==> src/rtl/ctp_pkg.sv <==
package ctp_pkg;

  // Strobes the control issues to the datapath for one system cycle
  typedef struct packed {
    logic wrA;      // store written value for counter A
    logic wrB;      // store written value for counter B
    logic loadA;    // copy stored value into counter A (first edge)
    logic decA;     // decrement counter A
    logic reloadA;  // terminal reload of counter A
    logic dropA;    // pull outA low
    logic loadB;    // copy stored value into counter B
    logic decB;     // decrement counter B
    logic setB;     // raise outB
  } ctpStrobes_t;

endpackage

==> src/rtl/ctp_ctrl.sv <==
module ctp_ctrl
  import ctp_pkg::*;
#(
  parameter int SYNC_STAGES = 2
) (
  input  logic        clk,
  input  logic        rstN,
  input  logic        blankIn,
  input  logic        wrEn,
  input  logic        wrSel,
  input  logic        outA,
  input  logic        aAtOne,
  input  logic        bAtOne,
  output ctpStrobes_t stb,
  output logic        blankRise,
  output logic        blankFall,
  output logic        outARise
);

  localparam int SYNC_MSB = SYNC_STAGES - 1;

  logic [SYNC_MSB:0] syncQ;
  logic blankPrev;
  logic outAPrev;
  logic pendA, runA, pendB, runB;
  logic blankSync;
  logic evB;

  assign blankSync = syncQ[SYNC_MSB];
  assign blankRise = blankSync & ~blankPrev;
  assign blankFall = ~blankSync & blankPrev;
  assign outARise  = outA & ~outAPrev;

  always_ff @(posedge clk) begin
    if (!rstN) begin
      syncQ     <= '0;
      blankPrev <= 1'b0;
      outAPrev  <= 1'b1;
      pendA     <= 1'b0;
      runA      <= 1'b0;
      pendB     <= 1'b0;
      runB      <= 1'b0;
    end else begin
      syncQ     <= {syncQ[SYNC_MSB-1:0], blankIn};
      blankPrev <= blankSync;
      outAPrev  <= outA;
      if (stb.wrA)        pendA <= 1'b1;
      else if (stb.loadA) pendA <= 1'b0;
      if (stb.loadA)      runA  <= 1'b1;
      if (stb.wrB) begin
        pendB <= 1'b1;
        runB  <= 1'b0;
      end else if (stb.loadB) begin
        pendB <= 1'b0;
        runB  <= 1'b1;
      end
    end
  end

  always_comb begin
    stb         = '0;
    stb.wrA     = wrEn & ~wrSel;
    stb.wrB     = wrEn & wrSel;
    // counter A: a write in the same cycle overrides the clock edge
    stb.loadA   = blankRise & pendA & ~stb.wrA;
    stb.reloadA = blankRise & ~pendA & runA & aAtOne & ~stb.wrA;
    stb.decA    = blankRise & ~pendA & runA & ~aAtOne & ~stb.wrA;
    stb.dropA   = blankFall & ~pendA & runA & aAtOne & ~stb.wrA;
    // counter B is clocked by rising edges of outA
    evB         = outARise & ~stb.wrB;
    stb.loadB   = evB & pendB;
    stb.decB    = evB & ~pendB & runB;
    stb.setB    = evB & ~pendB & runB & bAtOne;
  end

endmodule

==> src/rtl/ctp_datapath.sv <==
module ctp_datapath
  import ctp_pkg::*;
#(
  parameter int WIDTH = 16
) (
  input  logic             clk,
  input  logic             rstN,
  input  ctpStrobes_t      stb,
  input  logic [WIDTH-1:0] wrData,
  output logic [WIDTH-1:0] cntA,
  output logic [WIDTH-1:0] cntB,
  output logic             outA,
  output logic             outB,
  output logic             aAtOne,
  output logic             bAtOne
);

  localparam logic [WIDTH-1:0] ONE = WIDTH'(1);

  logic [WIDTH-1:0] holdA, holdB;

  assign aAtOne = (cntA == ONE);
  assign bAtOne = (cntB == ONE);

  always_ff @(posedge clk) begin
    if (!rstN) begin
      holdA <= '0;
      holdB <= '0;
      cntA  <= '0;
      cntB  <= '0;
      outA  <= 1'b1;
      outB  <= 1'b0;
    end else begin
      // counter A, rate generator
      if (stb.wrA) holdA <= wrData;
      if (stb.loadA || stb.reloadA) cntA <= holdA;
      else if (stb.decA)            cntA <= cntA - ONE;
      if (stb.wrA || stb.loadA || stb.reloadA) outA <= 1'b1;
      else if (stb.dropA)                      outA <= 1'b0;
      // counter B, terminal-count one-shot
      if (stb.wrB) holdB <= wrData;
      if (stb.loadB)     cntB <= holdB;
      else if (stb.decB) cntB <= cntB - ONE;
      if (stb.wrB)       outB <= 1'b0;
      else if (stb.setB) outB <= 1'b1;
    end
  end

endmodule

==> src/rtl/cascade_timer_pair.sv <==
module cascade_timer_pair
  import ctp_pkg::*;
#(
  parameter int WIDTH       = 16,
  parameter int SYNC_STAGES = 2
) (
  input  logic             clk,
  input  logic             rstN,
  input  logic             blankIn,
  input  logic             wrEn,
  input  logic             wrSel,
  input  logic [WIDTH-1:0] wrData,
  output logic [WIDTH-1:0] cntA,
  output logic [WIDTH-1:0] cntB,
  output logic             outA,
  output logic             outB
);

  ctpStrobes_t stb;
  logic blankRise, blankFall, outARise;
  logic aAtOne, bAtOne;

  ctp_ctrl #(.SYNC_STAGES(SYNC_STAGES)) ctrl (
    .clk(clk), .rstN(rstN), .blankIn(blankIn), .wrEn(wrEn), .wrSel(wrSel),
    .outA(outA), .aAtOne(aAtOne), .bAtOne(bAtOne), .stb(stb),
    .blankRise(blankRise), .blankFall(blankFall), .outARise(outARise)
  );

  ctp_datapath #(.WIDTH(WIDTH)) dp (
    .clk(clk), .rstN(rstN), .stb(stb), .wrData(wrData),
    .cntA(cntA), .cntB(cntB), .outA(outA), .outB(outB),
    .aAtOne(aAtOne), .bAtOne(bAtOne)
  );

endmodule

==> config.mk <==
export PLATFORM = sky130hd
export DESIGN_NAME = cascade_timer_pair
export DESIGN_NICKNAME = d
export VERILOG_FILES = /design/src/rtl/ctp_pkg.sv /design/src/rtl/ctp_ctrl.sv /design/src/rtl/ctp_datapath.sv /design/src/rtl/cascade_timer_pair.sv
export SDC_FILE = /design/constraint.sdc
export NUM_CORES = 1
export LEC_CHECK = 0
export CAP_MARGIN = 25
export CORE_MARGIN = 1.5
export CORE_UTILIZATION = 30
export CTS_CLUSTER_SIZE = 28
export DETAILED_ROUTE_END_ITERATION = 12
export PLACE_DENSITY = 0.59
export SLEW_MARGIN = 20
export SYNTH_ARGS = -nofsm -noshare
export SYNTH_HDL_FRONTEND = slang
export SYNTH_HIERARCHICAL = 1
export SYNTH_SLANG_ARGS = --single-unit
export TNS_END_PERCENT = 5
==> constraint.sdc <==
create_clock -name clk -period 2.35 [get_ports clk]
set_clock_uncertainty 0.05 [all_clocks]
set_input_delay 0.5875 -clock clk [delete_from_list [all_inputs] [get_ports clk]]
set_output_delay 0.5875 -clock clk [all_outputs]
set_load 0.005 [all_outputs]
==> run_results.csv <==
group,metric,value,unit
clocking,cts_sinks,74,
global_route,grt_max_degree,39,
worst_hold_path,hold_class,"register to register",
place,place_hpwl,6350,um
route,finalWirelength,8550,um
place,port_buffers,54,
setup_path,cp.required,2.51,ns
logic_synthesis,syn_avg_cell_area,9.36,um^2
layout,seq_area,1480,um^2
logic_synthesis,synth_area_leaders,"dfxtp_1 44%, mux2i_1 9.7%, nor2_1 6.2%",
logic_synthesis,synth.ff_latch_count,74,
power_and_ir_drop,p_total,3.07,mW
timing,max-slew-margin-rel,0.671,
logic_synthesis,synthArstFlopShare,0,
logic_synthesis,synth.distinct_cells,51,
clocking,cts_buffers,9,
flow_run,maxCapViolations,0,
setup_path,critPathMaxFanout,5,
die,die_area,12000,um^2
route,wl_per_cell,14.2,um
power_and_ir_drop,peakVddDrop,0.339,mV
timing,layout_setup_ws,0.0975,ns
setup_path,path_class,"register to register",
global_route,gr-usage-all-layers,0.150,
clocking,clk_pin_slew,0.06,ns
layout,syn2layout_area_growth,42.4,%
global_route,grt_pass1_vias,2856,
global_route,grt_pass1_wl,14000,um
timing,setup_viol,0,
global_route,grt-ovfl-total,0,
logic_synthesis,synth.most_common_cell,"dfxtp_1",
timing,tightest_slew,0.490,ns
clocking,clk_latency,0.32,ns
place,gp_congestion,0.804,
clocking,cts_root_buf,"clkbuf_16",
logic_synthesis,synth_top_area_frac,0.436,
die,die_x,109,um
clocking,cts-root-to-sink-buffers,2,
place,pre_cts_ws,-0.439,ns
logic_synthesis,seq_area_frac_synth,0.436,
route,first_pass_iters,6,
power_and_ir_drop,p_per_area,635,nW/um^2
clocking,post-cts-setup-buffers,0,
timing,hold_viol,0,
logic_synthesis,synth-edff-count,0,
timing,min_period,2.25,ns
logic_synthesis,synthesis.area,3400,um^2
logic_synthesis,synth.largest_area_cell,"dfxtp_1",
layout,diodes,0,
route,drc_errors,0,
power_and_ir_drop,p_leak,1.86,nW
clocking,cts_tree,"yes",
logic_synthesis,yosysWarnings,6,
setup_path,end_kind,"register",
setup_path,worstPathArrival,2.41,ns
timing,clock.fmax,444,MHz
route,postRouteAntennaNets,0,
logic_synthesis,synth_nets,388,
die,io_pins,55,
die,core-area,10900,um^2
outcome,outcome,"complete, no violations",
layout,fill_cells,1048,
timing,period_share,0.959,
logic_synthesis,ys.flop_type,"dfxtp_1",
route,vias,2937,
layout,fin_nets,483,
route,vias_per_cell,4.87,
logic_synthesis,netlist_instances,363,
setup_path,start_kind,"register",
layout,multiInputGateArea,1880,um^2
die,start_util,0.311,
global_route,antenna_found_initial,0,
layout,drive_above_1_share,0.197,
route,drtIter0Drc,77,
clocking,htree_levels,3,
logic_synthesis,synth_common_cells,"74 x dfxtp_1, 56 x nor2_1, 33 x mux2i_1",
die,rows,38,
timing,maxSlewViolCount,0,
die,die_h,109,um
[what timing repair did]
item | CTS | global route
pin swaps | 0 | 6
endpoints found under the setup margin | 6 | 16
gates resized for setup | 3 | 14
endpoints found under the hold margin | 0 | 0
hold buffers | 0 | 0
[path summary, 6_finish.rpt]
| check | from | end | slack [ns] | depth (start not counted) |
|---|---|---|---|---|
| setup / recovery | dp/cntA[2] | dp/cntA[15] | 0.1 | 11 |
| hold reg to reg | ctrl/syncQ[0] | ctrl/syncQ[1] | 0.39 | 1 |
| hold / removal | ctrl/syncQ[0] | ctrl/syncQ[1] | 0.39 | 1 |
| setup reg to reg | dp/cntA[2] | dp/cntA[15] | 0.1 | 11 |
[cells by family after synthesis]
| logic type | synth area share |
|---|---|
| AO/OA/AOI/OAI | 0.110 |
| XOR/XNOR | 0.0645 |
| adder cells (fa/ha/maj) | 0.0147 |
| buffers and inverters | 0.0335 |
| flip-flops | 0.436 |
| multiplexers | 0.0972 |
| AND/OR/NAND/NOR | 0.244 |
[layout make-up]
type / count / area share
clock inverters: 6 / 0.0217
well taps: 140 / 0.0362
repair buffers: 103 / 0.193
clock buffers: 10 / 0.0473
inverters: 8 / 0.00621
flip-flops and latches: 74 / 0.307
multi-input cells: 262 / 0.389
[report_power, final]
| group | internal, mW | switching (mW) | total [mW] | leakage, nW |
|---|---|---|---|---|
| sequential | 1.29 | 0.0211 | 1.31 | 0.602 |
| combinational | 0.110 | 0.105 | 0.215 | 1.09 |
| clock | 1.03 | 0.511 | 1.54 | 0.166 |
[flip-flops by register name (all words and copies together), names as in the netlist]
name / cells
ctrl/pendB: 1
ctrl/blankPrev: 1
ctrl/pendA: 1
ctrl/runB: 1
ctrl/runA: 1
dp/holdB: 16
ctrl/outAPrev: 1
dp/outA: 1
dp/holdA: 16
dp/outB: 1
dp/cntB: 16
ctrl/syncQ: 2
dp/cntA: 16
[critical path, stage by stage (launching register included)]
cell     delay (ns)
dfxtp_1        0.33
nor4_4         0.34
nand3_2        0.15
nor4_4         0.27
buf_4          0.18
nor4b_4        0.05
buf_4          0.14
nor4b_4        0.12
buf_4          0.14
nand4_1        0.09
xor2_1         0.17
a21oi_1        0.09
[cells in the final DEF, fill, tap and decap left out, types with 9 or more instances in the layout]
master,count
a21oi_1,24
buf_4,47
clkbuf_16,9
clkdlybuf4s50_1,52
dfxtp_1,73
mux2i_1,33
nor2_1,55
o21ai_0,23
xnor2_1,15
xor2_1,10
[layer usage]
layer / global-route usage / vias to the layer above / wire length, um
li1: - / 1471 / -
met1: 0.198 / 1396 / 4010
met2: 0.236 / 57 / 4020
met3: 0.0391 / 13 / 375
met4: 0.0547 / 0 / 151
met5: 0 / - / 0
[metrics by stage]
step                      hold WS [ns]  instance area (um^2)  utilization  std cells   TNS (ns)
after floorplan                  0.362                  3400            -        363          0
after global placement           0.373                  4430        0.405        587      -5.24
after detailed placement         0.381                  4430        0.405        587      -6.16
after CTS                        0.394                  4780        0.437        603    -0.0278
after global routing             0.428                  4840        0.442        603  -0.000114
final                            0.389                  4840        0.442        603          0
Power figures use the tool's default switching activity.
